==> config.mk <==
export PLATFORM = sky130hd
export DESIGN_NAME = gray_scanout
export DESIGN_NICKNAME = d
export VERILOG_FILES = /design/src/rtl/gs_pkg.sv /design/src/rtl/gs_expand.sv /design/src/rtl/gs_seq.sv /design/src/rtl/gray_scanout.sv
export SDC_FILE = /design/constraint.sdc
export NUM_CORES = 1
export LEC_CHECK = 0
export BUFFER_PORTS_ARGS = -buffer_cell sky130_fd_sc_hd__buf_2
export CORE_AREA = 2 2 62 64
export CTS_CLUSTER_DIAMETER = 50
export DETAILED_ROUTE_END_ITERATION = 8
export DIE_AREA = 0 0 64 66
export PLACE_DENSITY = 0.92
export SYNTH_ARGS = -nofsm -noshare
export SYNTH_HDL_FRONTEND = slang
export SYNTH_SLANG_ARGS = --single-unit
==> constraint.sdc <==
create_clock -name clk -period 3.53 [get_ports clk]
set_input_delay 0.8825 -clock clk [delete_from_list [all_inputs] [get_ports clk]]
set_output_delay 0.8825 -clock clk [all_outputs]
set_load 0.01 [all_outputs]
==> src/rtl/gs_pkg.sv <==
package gs_pkg;

    typedef enum logic [1:0] {
        FMT_RGB15  = 2'd0,
        FMT_RGB16  = 2'd1,
        FMT_GRAY   = 2'd2,
        FMT_GRAY_B = 2'd3
    } pix_fmt_e;

    typedef enum logic [1:0] {
        ST_IDLE  = 2'd0,
        ST_FETCH = 2'd1,
        ST_CAPT  = 2'd2,
        ST_EMIT  = 2'd3
    } seq_state_e;

endpackage

==> src/rtl/gs_expand.sv <==
module gs_expand
    import gs_pkg::*;
(
    input  pix_fmt_e    fmt_i,
    input  logic [3:0]  level_i,
    output logic [23:0] pixel_o
);
    logic [4:0] n5;
    logic [7:0] g8;

    always_comb begin
        n5 = {level_i, level_i[3]};
        g8 = {level_i, level_i};
        unique case (fmt_i)
            FMT_RGB15: pixel_o = {8'd0, 1'b0, n5, n5, n5};
            FMT_RGB16: pixel_o = {8'd0, n5, n5, n5[4], n5};
            default:   pixel_o = {g8, g8, g8};
        endcase
    end
endmodule

==> src/rtl/gs_seq.sv <==
module gs_seq
    import gs_pkg::*;
#(
    parameter int SRC_BYTES = 64,
    parameter int SRC_ROWS  = 64,
    parameter int RAM_ROWS  = 80,
    parameter int MAG       = 4,
    localparam int ADDR_W   = $clog2(RAM_ROWS * SRC_BYTES),
    localparam int COL_W    = (SRC_BYTES > 1) ? $clog2(SRC_BYTES) : 1,
    localparam int ROW_W    = (SRC_ROWS > 1) ? $clog2(SRC_ROWS) : 1,
    localparam int MAG_W    = (MAG > 1) ? $clog2(MAG) : 1
) (
    input  logic              clk,
    input  logic              rst_n,
    input  logic              invalidate_i,
    input  logic              start_i,
    input  pix_fmt_e          fmt_i,
    input  logic              ready_i,
    input  logic [7:0]        ram_data_i,
    output logic              ram_rd_o,
    output logic [ADDR_W-1:0] ram_addr_o,
    output logic              busy_o,
    output logic              emit_o,
    output logic              eol_o,
    output logic              eof_o,
    output logic [3:0]        level_o,
    output pix_fmt_e          fmt_o
);
    typedef struct packed {
        seq_state_e       state;
        logic [ROW_W-1:0] row;
        logic [MAG_W-1:0] vrep;
        logic [COL_W-1:0] col;
        logic             half;
        logic [MAG_W-1:0] hrep;
        logic [7:0]       data;
        pix_fmt_e         fmt;
        logic             redraw;
    } seq_t;

    seq_t s_q, s_d;
    logic last_h, last_col, last_v, last_row;

    always_comb begin
        last_h   = (s_q.hrep == MAG_W'(MAG - 1));
        last_col = (s_q.col  == COL_W'(SRC_BYTES - 1));
        last_v   = (s_q.vrep == MAG_W'(MAG - 1));
        last_row = (s_q.row  == ROW_W'(SRC_ROWS - 1));

        s_d = s_q;
        unique case (s_q.state)
            ST_IDLE: begin
                if (start_i && s_q.redraw) begin
                    s_d.state  = ST_FETCH;
                    s_d.row    = '0;
                    s_d.vrep   = '0;
                    s_d.col    = '0;
                    s_d.half   = 1'b0;
                    s_d.hrep   = '0;
                    s_d.fmt    = fmt_i;
                    s_d.redraw = 1'b0;
                end
            end
            ST_FETCH: s_d.state = ST_CAPT;
            ST_CAPT: begin
                s_d.data  = ram_data_i;
                s_d.state = ST_EMIT;
            end
            ST_EMIT: begin
                if (ready_i) begin
                    if (!last_h) begin
                        s_d.hrep = s_q.hrep + 1'b1;
                    end else begin
                        s_d.hrep = '0;
                        if (!s_q.half) begin
                            s_d.half = 1'b1;
                        end else begin
                            s_d.half  = 1'b0;
                            s_d.state = ST_FETCH;
                            if (!last_col) begin
                                s_d.col = s_q.col + 1'b1;
                            end else begin
                                s_d.col = '0;
                                if (!last_v) begin
                                    s_d.vrep = s_q.vrep + 1'b1;
                                end else begin
                                    s_d.vrep = '0;
                                    if (!last_row) begin
                                        s_d.row = s_q.row + 1'b1;
                                    end else begin
                                        s_d.row   = '0;
                                        s_d.state = ST_IDLE;
                                    end
                                end
                            end
                        end
                    end
                end
            end
            default: s_d.state = ST_IDLE;
        endcase
        if (invalidate_i) s_d.redraw = 1'b1;
    end

    always_ff @(posedge clk) begin
        if (!rst_n) begin
            s_q <= '{state: ST_IDLE, fmt: FMT_RGB15, default: '0};
        end else begin
            s_q <= s_d;
        end
    end

    assign ram_rd_o   = (s_q.state == ST_FETCH);
    assign ram_addr_o = ADDR_W'(s_q.row) * ADDR_W'(SRC_BYTES) + ADDR_W'(s_q.col);
    assign busy_o     = (s_q.state != ST_IDLE);
    assign emit_o     = (s_q.state == ST_EMIT);
    assign eol_o      = emit_o && last_h && s_q.half && last_col;
    assign eof_o      = eol_o && last_v && last_row;
    assign level_o    = s_q.half ? s_q.data[3:0] : s_q.data[7:4];
    assign fmt_o      = s_q.fmt;

    // a start without a pending redraw leaves the sequencer idle
    a_r1_no_flag_no_frame: assert property (@(posedge clk) disable iff (!rst_n)
        (start_i && s_q.state == ST_IDLE && !s_q.redraw) |=> (s_q.state == ST_IDLE));

    // an invalidate always leaves the flag set
    a_r2_flag_set: assert property (@(posedge clk) disable iff (!rst_n)
        invalidate_i |=> s_q.redraw);

    // the frame format is frozen while a frame runs
    a_r9_fmt_frozen: assert property (@(posedge clk) disable iff (!rst_n)
        (busy_o && s_q.state != ST_EMIT) |=> $stable(s_q.fmt) || !busy_o || $past(s_q.state) == ST_IDLE);
endmodule

==> src/rtl/gray_scanout.sv <==
module gray_scanout
    import gs_pkg::*;
#(
    parameter int SRC_BYTES = 64,
    parameter int SRC_ROWS  = 64,
    parameter int RAM_ROWS  = 80,
    parameter int MAG       = 4,
    localparam int ADDR_W   = $clog2(RAM_ROWS * SRC_BYTES)
) (
    input  logic              clk,
    input  logic              rst_n,
    input  logic              invalidate_i,
    input  logic              start_i,
    input  logic [1:0]        fmt_i,
    output logic              busy_o,
    output logic              ram_rd_o,
    output logic [ADDR_W-1:0] ram_addr_o,
    input  logic [7:0]        ram_data_i,
    output logic [23:0]       pix_data_o,
    output logic              pix_valid_o,
    input  logic              pix_ready_i,
    output logic              pix_eol_o,
    output logic              pix_eof_o
);
    logic [3:0] level;
    pix_fmt_e   frame_fmt;

    gs_seq #(
        .SRC_BYTES(SRC_BYTES),
        .SRC_ROWS (SRC_ROWS),
        .RAM_ROWS (RAM_ROWS),
        .MAG      (MAG)
    ) i_seq (
        .clk         (clk),
        .rst_n       (rst_n),
        .invalidate_i(invalidate_i),
        .start_i     (start_i),
        .fmt_i       (pix_fmt_e'(fmt_i)),
        .ready_i     (pix_ready_i),
        .ram_data_i  (ram_data_i),
        .ram_rd_o    (ram_rd_o),
        .ram_addr_o  (ram_addr_o),
        .busy_o      (busy_o),
        .emit_o      (pix_valid_o),
        .eol_o       (pix_eol_o),
        .eof_o       (pix_eof_o),
        .level_o     (level),
        .fmt_o       (frame_fmt)
    );

    gs_expand i_expand (
        .fmt_i  (frame_fmt),
        .level_i(level),
        .pixel_o(pix_data_o)
    );

    // reads stay inside the shown rows
    a_r3_addr_range: assert property (@(posedge clk) disable iff (!rst_n)
        ram_rd_o |-> (int'(ram_addr_o) < SRC_ROWS * SRC_BYTES));

    // a stalled pixel is held unchanged
    a_r10_hold: assert property (@(posedge clk) disable iff (!rst_n)
        (pix_valid_o && !pix_ready_i) |=>
            (pix_valid_o && $stable(pix_data_o) && $stable(pix_eol_o) && $stable(pix_eof_o)));

    // end of frame coincides with end of line
    a_r11_eof_eol: assert property (@(posedge clk) disable iff (!rst_n)
        pix_eof_o |-> (pix_eol_o && pix_valid_o));

    // pixels only appear during a frame
    a_r12_valid_busy: assert property (@(posedge clk) disable iff (!rst_n)
        pix_valid_o |-> busy_o);
endmodule

==> impl_metrics.prom, run 1 <==
# TYPE chip_impl_metric gauge
chip_impl_info{name="hold_path_class",value="register to register"} 1
chip_impl_metric{name="multi_input_area",unit="sq mm"} 0.00107
chip_impl_metric{name="final_min_period_over_clock_period",unit=""} 0.873
chip_impl_metric{name="coreArea",unit="sq mm"} 0.00355
chip_impl_metric{name="io_buffer_count",unit=""} 55
chip_impl_metric{name="final_setup_violating_endpoints",unit=""} 0
chip_impl_metric{name="viasPerCell",unit=""} 5.29
chip_impl_metric{name="synth_cells",unit=""} 229
chip_impl_metric{name="synthesis.area",unit="sq mm"} 0.00187
chip_impl_metric{name="num_rows",unit=""} 22
chip_impl_metric{name="synth.top_cell.area_share",unit=""} 0.321
chip_impl_metric{name="tightest_slew",unit="ns"} 0.722
chip_impl_info{name="post-synth-top-area-cell",value="dfxtp_1"} 1
chip_impl_info{name="critPathCaptureType",value="output pin"} 1
chip_impl_metric{name="synth_cell_type_count",unit=""} 45
chip_impl_metric{name="ctsResizeCount",unit=""} 0
chip_impl_metric{name="final-hold-violation-count",unit=""} 0
chip_impl_metric{name="number_of_antenna_repair_diodes",unit=""} 0
chip_impl_metric{name="synth_async_sr_flop_share",unit=""} 0
chip_impl_info{name="synth.top_cells.by_area",value="dfxtp_1 32%, mux2i_1 11%, nor2_1 8.0%"} 1
chip_impl_metric{name="grt_start_max_net_pins",unit=""} 25
chip_impl_metric{name="critical_path_required",unit="ns"} 2.65
chip_impl_metric{name="detail_route.wl_per_cell",unit="microns"} 12.3
chip_impl_info{name="yosys.cell_count.top_type",value="nor2_1"} 1
chip_impl_metric{name="drc_errors",unit=""} 0
chip_impl_metric{name="setup_total_negative_slack",unit="ns"} 0
chip_impl_metric{name="routabilityCongestion",unit=""} 0.852
chip_impl_info{name="worstSetupStartpointType",value="register"} 1
chip_impl_info{name="cts_tree",value="built"} 1
chip_impl_info{name="yosys_most_used_dff",value="dfxtp_1"} 1
chip_impl_metric{name="grt_remaining_overflow",unit=""} 0
chip_impl_metric{name="initial_antenna_violation_count",unit=""} 0
chip_impl_metric{name="syn-mean-instance-area",unit="sq um"} 8.18
chip_impl_metric{name="detailedPlacementHpwl",unit="mm"} 2.92
chip_impl_metric{name="period_minus_slack",unit="ns"} 3.08
chip_impl_metric{name="die_y",unit="microns"} 66
chip_impl_metric{name="synth_warn",unit=""} 0
chip_impl_info{name="worst_setup_path_startpoint",value="i_seq.s_q[29]$_SDFFE_PN0P_"} 1
chip_impl_metric{name="fin_worst_skew",unit="ns"} 0.0133
chip_impl_metric{name="timing.max_cap.violations",unit=""} 0
chip_impl_metric{name="placed_cell_area",unit="sq mm"} 0.00203
chip_impl_metric{name="worst_skew_pair.late_latency",unit="ns"} 0.33
chip_impl_metric{name="synthToLayoutAreaGrowth",unit="%"} 11.8
chip_impl_metric{name="wirelength",unit="mm"} 3.87
chip_impl_metric{name="synth.ff_latch_count",unit=""} 30
chip_impl_metric{name="drt_first_pass_iters",unit=""} 4
chip_impl_metric{name="final_layout_size_suffix_gt1_frac",unit=""} 0.267
chip_impl_metric{name="die_area",unit="sq mm"} 0.00422
chip_impl_info{name="min_delay_worst_endpoint",value="i_seq.s_q[21]$_SDFFE_PN0P_"} 1
chip_impl_metric{name="synth-edff-count",unit=""} 0
chip_impl_info{name="yosys-top-cells-count",value="40 x nor2_1, 30 x dfxtp_1, 20 x mux2i_1, 19 x a21oi_1, 18 x buf_4"} 1
chip_impl_metric{name="clk_transition_reported_paths",unit="ns"} 0.09
chip_impl_metric{name="synth_sequential_area_ratio",unit=""} 0.321
chip_impl_metric{name="post-route-util",unit=""} 0.590
chip_impl_metric{name="cts_hold_buffers",unit=""} 0
chip_impl_metric{name="final.fill_count",unit=""} 314
chip_impl_metric{name="timing.final.max_slew_violations",unit=""} 0
chip_impl_metric{name="ir_drop",unit="mV"} 0.309
chip_impl_info{name="run_status",value="complete, no violations"} 1
chip_impl_info{name="setup.worst_path.class",value="register to output pin"} 1
chip_impl_metric{name="layout.cell_area.non_filler",unit="sq mm"} 0.00209
chip_impl_metric{name="cts-root-to-sink-buffers",unit=""} 2
chip_impl_metric{name="worst_slew_slack_as_a_fraction_of_its_limit",unit=""} 0.518
chip_impl_metric{name="grt_use_total",unit=""} 0.201
chip_impl_metric{name="worst_ep_arrival",unit="ns"} 2.20
chip_impl_metric{name="timing.fmax",unit="MHz"} 324
chip_impl_metric{name="cts_buffers",unit=""} 5
chip_impl_metric{name="dr_total_vias",unit=""} 1661
chip_impl_metric{name="layout.nets",unit=""} 289
chip_impl_info{name="reg2reg_from",value="i_seq.s_q[29]$_SDFFE_PN0P_"} 1
chip_impl_metric{name="first_global_vias",unit=""} 1518
chip_impl_metric{name="crit_path_max_fanout",unit=""} 15
chip_impl_metric{name="r2r.worst_path.cells",unit=""} 5
chip_impl_metric{name="detail-route-antenna-nets",unit=""} 0
chip_impl_metric{name="initial_core_util",unit=""} 0.527
chip_impl_metric{name="cts.sink_count",unit=""} 30
chip_impl_info{name="cts_root_buffer",value="clkbuf_4"} 1
chip_impl_metric{name="htree_levels",unit=""} 2
chip_impl_info{name="hp-start",value="i_seq.s_q[21]$_SDFFE_PN0P_"} 1
chip_impl_metric{name="grt_first_pass_wirelength",unit="mm"} 6.73
chip_impl_metric{name="min_delay_path_depth",unit=""} 2
chip_impl_metric{name="drtIter0Drc",unit=""} 107
chip_impl_metric{name="register_area",unit="sq um"} 601
chip_impl_metric{name="num_io_pins",unit=""} 57
chip_impl_metric{name="static_leakage",unit="uW"} 0.000981
chip_impl_metric{name="layout.cells.non_filler",unit=""} 314
chip_impl_metric{name="power_per_unit_of_standard_cell_area",unit="mW/mm^2"} 536
chip_impl_info{name="rsz0062_at_grt",value="false"} 1
chip_impl_metric{name="r2r_setup_slack",unit="ns"} 1.24
chip_impl_metric{name="dieWidth",unit="microns"} 64
chip_impl_metric{name="postCtsSetupBuffers",unit=""} 0
chip_impl_metric{name="mappedNetlistNets",unit=""} 253
chip_impl_metric{name="placedCellCount",unit=""} 306
chip_impl_info{name="crit-reg2reg-capture",value="i_seq.s_q[25]$_SDFFE_PN0P_"} 1
power breakdown:
group | leakage (uW) | internal (uW) | switching [uW]
Combinational | 0.000702 | 204 | 276
Sequential | 0.000243 | 377 | 55.6
Clock | 0.0000353 | 96.4 | 114
Total | 0.000981 | 678 | 445
per-layer routing:
layer  track usage  up-vias  routed length, microns
li1              -      854                       -
met1         0.245      737                    1740
met2         0.333       56                    1830
met3        0.0409       14                     194
met4         0.109        0                     110
met5             0        -                       0
state kept, by name, indices dropped and copies added (netlist names):
| register | flops |
|---|---|
| i_seq.fmt_o | 2 |
| i_seq.s_q | 28 |
cell type report:
| class | count | share of cell area |
|---|---|---|
| clock buffers | 7 | 0.0263 |
| flip-flops and latches | 30 | 0.287 |
| multi-input cells | 165 | 0.510 |
| repair buffers | 55 | 0.131 |
| well taps | 48 | 0.0287 |
| clock inverters | 1 | 0.00239 |
| inverters | 8 | 0.0143 |
stage by stage:
step                power (uW)  worst slack, ns  hold slack, ns
global route              1220            0.282           0.520
finish                    1120            0.447           0.474
CTS                       1130            0.456           0.477
detailed placement         921            0.832           0.464
global placement           902            0.935           0.449
floorplan                  814             1.24           0.438
critical path, cell delays in order (launching register included):
cell and delay (ns):
dfxtp_1 0.41, ha_1 0.55, and4_1 0.30, nand4_1 0.26, nor3_1 0.21, buf_2 0.16
cell families after synthesis:
| group | Yosys count | synth area share |
|---|---|---|
| AO/OA/AOI/OAI | 42 | 0.144 |
| XOR/XNOR | 4 | 0.0187 |
| adder cells (fa/ha/maj) | 9 | 0.0601 |
| buffers and inverters | 34 | 0.109 |
| flip-flops | 30 | 0.321 |
| multiplexers | 23 | 0.125 |
| other | 1 | 0.00200 |
| AND/OR/NAND/NOR | 86 | 0.220 |
worst max-delay path by stage:
| stage | endpoint | cells past startpoint |
|---|---|---|
| 2_1_floorplan | pix_eof_o | 4 |
| 3_3_place_gp | pix_eof_o | 5 |
| 3_5_place_dp | pix_eof_o | 5 |
| 4_1_cts | pix_eof_o | 5 |
| 5_1_grt | pix_eof_o | 5 |
| 6_report | pix_eof_o | 5 |
cells in the final DEF, fill, tap and decap left out, types with 4 or more instances in the layout:
master    instances
a21oi_1          19
and3_1            4
buf_2            55
clkbuf_4          5
dfxtp_1          30
ha_1              9
inv_1             8
mux2i_1          20
nand2_1          11
nand3_1           8
nor2_1           40
nor3_1            6
o21ai_0           5
o21bai_1          4
(Power assumes the default switching activity.)
==> run 2, diff against run 1 <==
- CELL_PAD_IN_SITES_DETAIL_PLACEMENT: not set -> 2
- CELL_PAD_IN_SITES_GLOBAL_PLACEMENT: not set -> 2
- CORE_AREA: 2 2 62 64 -> 2 2 81 83
- DIE_AREA: 0 0 64 66 -> 0 0 83 85
- PLACE_DENSITY: 0.92 -> 0.93
==> impl_metrics.prom, run 2 (synthesis results as in run 1) <==
# TYPE chip_impl_metric gauge
chip_impl_info{name="run_status",value="complete, no violations"} 1
chip_impl_metric{name="switchingPower",unit="uW"} 513
chip_impl_metric{name="drtIter0Drc",unit=""} 60
chip_impl_metric{name="placed_cell_area",unit="sq mm"} 0.00208
chip_impl_metric{name="worst_skew_pair.late_latency",unit="ns"} 0.29
chip_impl_metric{name="initial_antenna_violation_count",unit=""} 0
chip_impl_metric{name="clk_transition_reported_paths",unit="ns"} 0.07
chip_impl_metric{name="dieWidth",unit="microns"} 83
chip_impl_metric{name="combinationalPowerShare",unit=""} 0.404
chip_impl_metric{name="critical-path-max-stage-delay",unit="ns"} 0.64
chip_impl_metric{name="layout.cell_area.non_filler",unit="sq mm"} 0.00219
chip_impl_metric{name="cp.buffers_inverters",unit=""} 1
chip_impl_info{name="cts_tree",value="built"} 1
chip_impl_metric{name="period_minus_slack",unit="ns"} 2.90
chip_impl_metric{name="critical_path_required",unit="ns"} 2.65
chip_impl_metric{name="layout.cells.non_filler",unit=""} 344
chip_impl_metric{name="cts-root-to-sink-buffers",unit=""} 2
chip_impl_metric{name="wirelength",unit="mm"} 5.85
chip_impl_metric{name="power.share.switching",unit=""} 0.396
chip_impl_metric{name="num_rows",unit=""} 29
chip_impl_metric{name="post-route-util",unit=""} 0.353
chip_impl_metric{name="setup_total_negative_slack",unit="ns"} 0
chip_impl_metric{name="final_setup_violating_endpoints",unit=""} 0
chip_impl_metric{name="grt_first_pass_wirelength",unit="mm"} 9.69
chip_impl_metric{name="number_of_antenna_repair_diodes",unit=""} 0
chip_impl_metric{name="detail_route.wl_per_cell",unit="microns"} 17.0
chip_impl_metric{name="power_per_unit_of_standard_cell_area",unit="mW/mm^2"} 591
chip_impl_info{name="layout_commonest_cell",value="buf_2"} 1
chip_impl_metric{name="internal_power",unit="uW"} 781
chip_impl_metric{name="timing.final.max_slew_violations",unit=""} 0
chip_impl_metric{name="synthToLayoutAreaGrowth",unit="%"} 16.8
chip_impl_metric{name="grt_start_max_net_pins",unit=""} 25
chip_impl_info{name="rsz0062_at_grt",value="false"} 1
chip_impl_metric{name="grt_remaining_overflow",unit=""} 0
chip_impl_metric{name="viasPerCell",unit=""} 5.06
chip_impl_metric{name="timing.max_cap.violations",unit=""} 0
chip_impl_metric{name="cts.sink_count",unit=""} 30
chip_impl_metric{name="routabilityCongestion",unit=""} 0.834
chip_impl_info{name="path_cells",value="mux2i_1 > nor2_1 > a21oi_1 > o21bai_1 > buf_2"} 1
chip_impl_metric{name="first_global_vias",unit=""} 1886
chip_impl_info{name="registers.top_by_ff_count",value="i_seq.s_q"} 1
chip_impl_metric{name="dr_total_vias",unit=""} 1741
chip_impl_metric{name="cts_buffers",unit=""} 5
chip_impl_info{name="worstSetupStartpointType",value="register"} 1
chip_impl_metric{name="final-hold-violation-count",unit=""} 0
chip_impl_info{name="critPathSlowestCell",value="mux2i_1"} 1
chip_impl_metric{name="htree_levels",unit=""} 2
chip_impl_metric{name="drt_first_pass_iters",unit=""} 4
chip_impl_metric{name="num_io_pins",unit=""} 57
chip_impl_metric{name="fin_hold_ws",unit="ns"} 0.469
chip_impl_metric{name="tightest_slew",unit="ns"} 0.781
chip_impl_metric{name="drc_errors",unit=""} 0
chip_impl_metric{name="ctsResizeCount",unit=""} 0
chip_impl_metric{name="crit_path_max_fanout",unit=""} 9
chip_impl_metric{name="die_y",unit="microns"} 85
chip_impl_metric{name="final_layout_size_suffix_gt1_frac",unit=""} 0.273
chip_impl_metric{name="power_frac_seq",unit=""} 0.336
chip_impl_metric{name="layout.nets",unit=""} 290
chip_impl_metric{name="die_area",unit="sq mm"} 0.00706
chip_impl_info{name="critPathCaptureType",value="output pin"} 1
chip_impl_info{name="cts_root_buffer",value="clkbuf_8"} 1
chip_impl_metric{name="fin_worst_skew",unit="ns"} 0.00474
chip_impl_metric{name="final_min_period_over_clock_period",unit=""} 0.821
chip_impl_metric{name="worst_slew_slack_as_a_fraction_of_its_limit",unit=""} 0.479
chip_impl_metric{name="static_leakage",unit="uW"} 0.00101
chip_impl_metric{name="placedCellCount",unit=""} 336
chip_impl_metric{name="detail-route-antenna-nets",unit=""} 0
chip_impl_info{name="layout_common_cells",value="55 x buf_2, 40 x nor2_1, 30 x dfxtp_1"} 1
chip_impl_metric{name="share_clk_of_total_power",unit=""} 0.260
chip_impl_metric{name="io_buffer_count",unit=""} 55
chip_impl_metric{name="timing.fmax",unit="MHz"} 345
chip_impl_metric{name="grt_use_total",unit=""} 0.172
chip_impl_metric{name="largest_register_ff_count",unit=""} 28
chip_impl_info{name="setup.worst_path.class",value="register to output pin"} 1
chip_impl_info{name="hold_path_class",value="register to register"} 1
chip_impl_metric{name="initial_core_util",unit=""} 0.302
chip_impl_metric{name="ir_drop",unit="mV"} 0.204
chip_impl_metric{name="coreArea",unit="sq mm"} 0.00620
chip_impl_metric{name="worst_ep_arrival",unit="ns"} 2.02
chip_impl_metric{name="postCtsSetupBuffers",unit=""} 0
chip_impl_metric{name="detailedPlacementHpwl",unit="mm"} 4.37
chip_impl_metric{name="cts_hold_buffers",unit=""} 0
chip_impl_info{name="timing.critical_path.max_delay_family",value="multiplexers"} 1
run 2: changes by cell type in the layout (fill, tap and decap cells not counted):
cell      previous run  this run
buf_4                0         1
clkbuf_1             1         0
clkbuf_4             5         0
clkbuf_8             1         8
clkinv_2             1         0
run 2: worst min-delay path, cell delays in order (launching register included):
cell and delay [ns]:
dfxtp_1 0.31, inv_1 0.05, o21ai_1 0.06
run 2: power groups by stage:
stage,combinational (uW),clock (uW),sequential [uW]
3_5_place_dp,518,0,443
2_1_floorplan,407,0,408
6_report,522,337,435
5_1_grt,582,366,443
4_1_cts,532,344,436
3_3_place_gp,483,0,437
run 2: area by class of cell:
cell class                      count  area (sq um)
Timing Repair Buffer               56           283
Clock buffer                        8           110
Sequential cell                    30           601
Inverter                            8          30.0
Tap cell                           77          96.3
Multi-Input combinational cell    165          1070
Fill cell                         735          4020
run 2: final timing paths:
path	end	depth (start not counted)	startpoint	slack (ns)
worst max-delay path	pix_data_o[8]	5	i_seq.s_q[13]$_SDFFE_PN0P_	0.63
worst min register to register	i_seq.s_q[21]$_SDFFE_PN0P_	2	i_seq.s_q[21]$_SDFFE_PN0P_	0.47
worst min-delay path	i_seq.s_q[21]$_SDFFE_PN0P_	2	i_seq.s_q[21]$_SDFFE_PN0P_	0.47
worst max register to register	i_seq.s_q[25]$_SDFFE_PN0P_	7	i_seq.s_q[28]$_SDFFE_PN0P_	1.34
run 2: stage by stage:
step | power [uW] | setup slack [ns]
2_1_floorplan | 814 | 1.24
3_3_place_gp | 920 | 1.05
3_5_place_dp | 961 | 0.916
4_1_cts | 1310 | 0.614
5_1_grt | 1390 | 0.439
6_report | 1290 | 0.630
run 2: routing by layer:
metal	GRT usage	vias up	wire length, microns
met1	0.204	855	2570
met4	0.0551	0	74
met2	0.314	30	3060
met5	0	-	0
li1	-	848	-
met3	0.0331	8	138
==> run 3, diff against run 2 <==
- CORE_AREA: 2 2 81 83 -> 2 2 84 86
- DIE_AREA: 0 0 83 85 -> 0 0 86 88
- PLACE_DENSITY: 0.93 -> 0.88
- clock period: 3.53 -> 2.9 ns (I/O delays scaled with it)
==> impl_metrics.prom, run 3 (synthesis results as in run 1) <==
# TYPE chip_impl_metric gauge
chip_impl_metric{name="drc_errors",unit=""} 0
chip_impl_metric{name="initial_core_util",unit=""} 0.282
chip_impl_metric{name="die_area",unit="sq mm"} 0.00757
chip_impl_metric{name="power_frac_seq",unit=""} 0.337
chip_impl_info{name="hold_path_class",value="register to register"} 1
chip_impl_metric{name="coreArea",unit="sq mm"} 0.00664
chip_impl_metric{name="min_delay_path_depth",unit=""} 2
chip_impl_metric{name="io_buffer_count",unit=""} 55
chip_impl_metric{name="first_global_vias",unit=""} 1863
chip_impl_metric{name="num_io_pins",unit=""} 57
chip_impl_info{name="worstSetupStartpointType",value="register"} 1
chip_impl_metric{name="fin_worst_skew",unit="ns"} 0.00828
chip_impl_metric{name="final_min_period_over_clock_period",unit=""} 0.880
chip_impl_metric{name="cts-root-to-sink-buffers",unit=""} 2
chip_impl_metric{name="critical_path_required",unit="ns"} 2.17
chip_impl_metric{name="internal_power",unit="uW"} 956
chip_impl_metric{name="num_rows",unit=""} 30
chip_impl_metric{name="routabilityCongestion",unit=""} 0.784
chip_impl_info{name="layout_common_cells",value="55 x buf_2, 40 x nor2_1, 30 x dfxtp_1"} 1
chip_impl_metric{name="wirelength",unit="mm"} 5.83
chip_impl_metric{name="number_of_antenna_repair_diodes",unit=""} 0
chip_impl_metric{name="r2r.worst_path.cells",unit=""} 7
chip_impl_metric{name="ctsResizeCount",unit=""} 0
chip_impl_info{name="worst_setup_path_startpoint",value="i_seq.s_q[13]$_SDFFE_PN0P_"} 1
chip_impl_metric{name="tightest_slew",unit="ns"} 0.604
chip_impl_metric{name="grt_use_total",unit=""} 0.162
chip_impl_metric{name="drtIter0Drc",unit=""} 53
chip_impl_metric{name="dieWidth",unit="microns"} 86
chip_impl_metric{name="clk_transition_reported_paths",unit="ns"} 0.07
chip_impl_metric{name="drt_first_pass_iters",unit=""} 3
chip_impl_metric{name="die_y",unit="microns"} 88
chip_impl_metric{name="detail_route.wl_per_cell",unit="microns"} 16.7
chip_impl_metric{name="switchingPower",unit="uW"} 620
chip_impl_metric{name="setup_total_negative_slack",unit="ns"} 0
chip_impl_metric{name="dr_total_vias",unit=""} 1751
chip_impl_metric{name="grt_remaining_overflow",unit=""} 0
chip_impl_metric{name="worst_slew_slack_as_a_fraction_of_its_limit",unit=""} 0.597
chip_impl_metric{name="crit_path_max_fanout",unit=""} 9
chip_impl_metric{name="share_clk_of_total_power",unit=""} 0.258
chip_impl_info{name="critPathCaptureType",value="output pin"} 1
chip_impl_metric{name="groute.layer.met2.usage",unit=""} 0.279
chip_impl_metric{name="synthToLayoutAreaGrowth",unit="%"} 17.8
chip_impl_metric{name="combinationalPowerShare",unit=""} 0.404
chip_impl_metric{name="grt_util_met1",unit=""} 0.195
chip_impl_metric{name="r2r_setup_slack",unit="ns"} 0.64
chip_impl_metric{name="grt_start_max_net_pins",unit=""} 20
chip_impl_metric{name="cts.sink_count",unit=""} 30
chip_impl_metric{name="layout.nets",unit=""} 292
chip_impl_metric{name="final.fill_count",unit=""} 768
chip_impl_metric{name="cts_buffers",unit=""} 5
chip_impl_info{name="run_status",value="complete, no violations"} 1
chip_impl_metric{name="worst_skew_pair.late_latency",unit="ns"} 0.29
chip_impl_info{name="grt-busiest-layer",value="met2"} 1
chip_impl_metric{name="static_leakage",unit="uW"} 0.00102
chip_impl_info{name="rsz0062_at_grt",value="false"} 1
chip_impl_metric{name="detail-route-antenna-nets",unit=""} 0
chip_impl_info{name="min_delay_worst_endpoint",value="i_seq.s_q[21]$_SDFFE_PN0P_"} 1
chip_impl_metric{name="postCtsSetupBuffers",unit=""} 0
chip_impl_info{name="hp-start",value="i_seq.s_q[21]$_SDFFE_PN0P_"} 1
chip_impl_metric{name="final_layout_size_suffix_gt1_frac",unit=""} 0.279
chip_impl_metric{name="final-hold-violation-count",unit=""} 0
chip_impl_metric{name="worst_ep_arrival",unit="ns"} 1.83
chip_impl_metric{name="placedCellCount",unit=""} 341
chip_impl_metric{name="timing.max_cap.violations",unit=""} 0
chip_impl_metric{name="timing.final.max_slew_violations",unit=""} 0
chip_impl_info{name="cts_tree",value="built"} 1
chip_impl_info{name="crit-reg2reg-capture",value="i_seq.s_q[25]$_SDFFE_PN0P_"} 1
chip_impl_metric{name="global_route.usage.met3",unit=""} 0.0339
chip_impl_metric{name="power_per_unit_of_standard_cell_area",unit="mW/mm^2"} 714
chip_impl_info{name="setup.worst_path.class",value="register to output pin"} 1
chip_impl_info{name="registers.top_by_ff_count",value="i_seq.s_q"} 1
chip_impl_metric{name="viasPerCell",unit=""} 5.02
chip_impl_metric{name="power.share.switching",unit=""} 0.393
chip_impl_info{name="cts_root_buffer",value="clkbuf_8"} 1
chip_impl_info{name="reg2reg_from",value="i_seq.s_q[28]$_SDFFE_PN0P_"} 1
chip_impl_metric{name="cts_hold_buffers",unit=""} 0
chip_impl_metric{name="largest_register_ff_count",unit=""} 28
chip_impl_metric{name="initial_antenna_violation_count",unit=""} 0
chip_impl_metric{name="timing.fmax",unit="MHz"} 392
chip_impl_metric{name="htree_levels",unit=""} 2
chip_impl_metric{name="detailedPlacementHpwl",unit="mm"} 4.35
chip_impl_metric{name="period_minus_slack",unit="ns"} 2.55
chip_impl_metric{name="grt_first_pass_wirelength",unit="mm"} 9.56
chip_impl_metric{name="ir_drop",unit="mV"} 0.327
chip_impl_metric{name="final_setup_violating_endpoints",unit=""} 0
chip_impl_info{name="layout_commonest_cell",value="buf_2"} 1
chip_impl_metric{name="layout.cells.non_filler",unit=""} 349
## run 3: cell count changes in the layout (fill, tap and decap cells not counted)
| cell | delta |
|---|---|
| buf_4 | +2 |
## run 3: cell type report
type	count	area, sq um	share of cell area
multi-input cells	165	1070	0.484
flip-flops and latches	30	601	0.272
repair buffers	58	298	0.135
clock buffers	8	110	0.0499
well taps	80	100	0.0454
inverters	8	30.0	0.0136
## run 3: critical path, stage by stage, from the launching register on
cell and delay (ns):
dfxtp_1 0.60, mux2_2 0.44, and2_1 0.19, o21bai_1 0.15
buf_2 0.16
## run 3: metal layers
metal,up-vias,share of wire
met5,-,0
met3,11,0.031
met4,0,0.022
met2,28,0.50
met1,862,0.45
li1,850,-
## run 3: how the worst max path moves through the flow
stage                          endpoint  slack (ns)
final                     pix_data_o[7]        0.35
after global routing      pix_data_o[8]        0.24
after CTS                 pix_data_o[7]        0.33
after detailed placement  pix_data_o[7]        0.65
after global placement    pix_data_o[7]        0.69
after floorplan               pix_eof_o        0.77
## run 3: power by group through the flow
| stage | clock network (uW) | logic, uW | registers (uW) |
|---|---|---|---|
| finish | 407 | 637 | 532 |
| global route | 436 | 700 | 543 |
| CTS | 418 | 647 | 532 |
| detailed placement | 0 | 631 | 542 |
| global placement | 0 | 606 | 534 |
| floorplan | 0 | 495 | 496 |
## run 3: metrics by stage
stage          setup WS, ns  utilization  power, uW  hold slack (ns)  cell area (sq um)
3_3_place_gp          0.692        0.316       1140            0.449               2100
6_report              0.347        0.332       1580            0.472               2210
4_1_cts               0.333        0.332       1600            0.477               2210
3_5_place_dp          0.654        0.316       1170            0.464               2100
5_1_grt               0.239        0.332       1680            0.515               2210
2_1_floorplan         0.770            -        991            0.438               1870
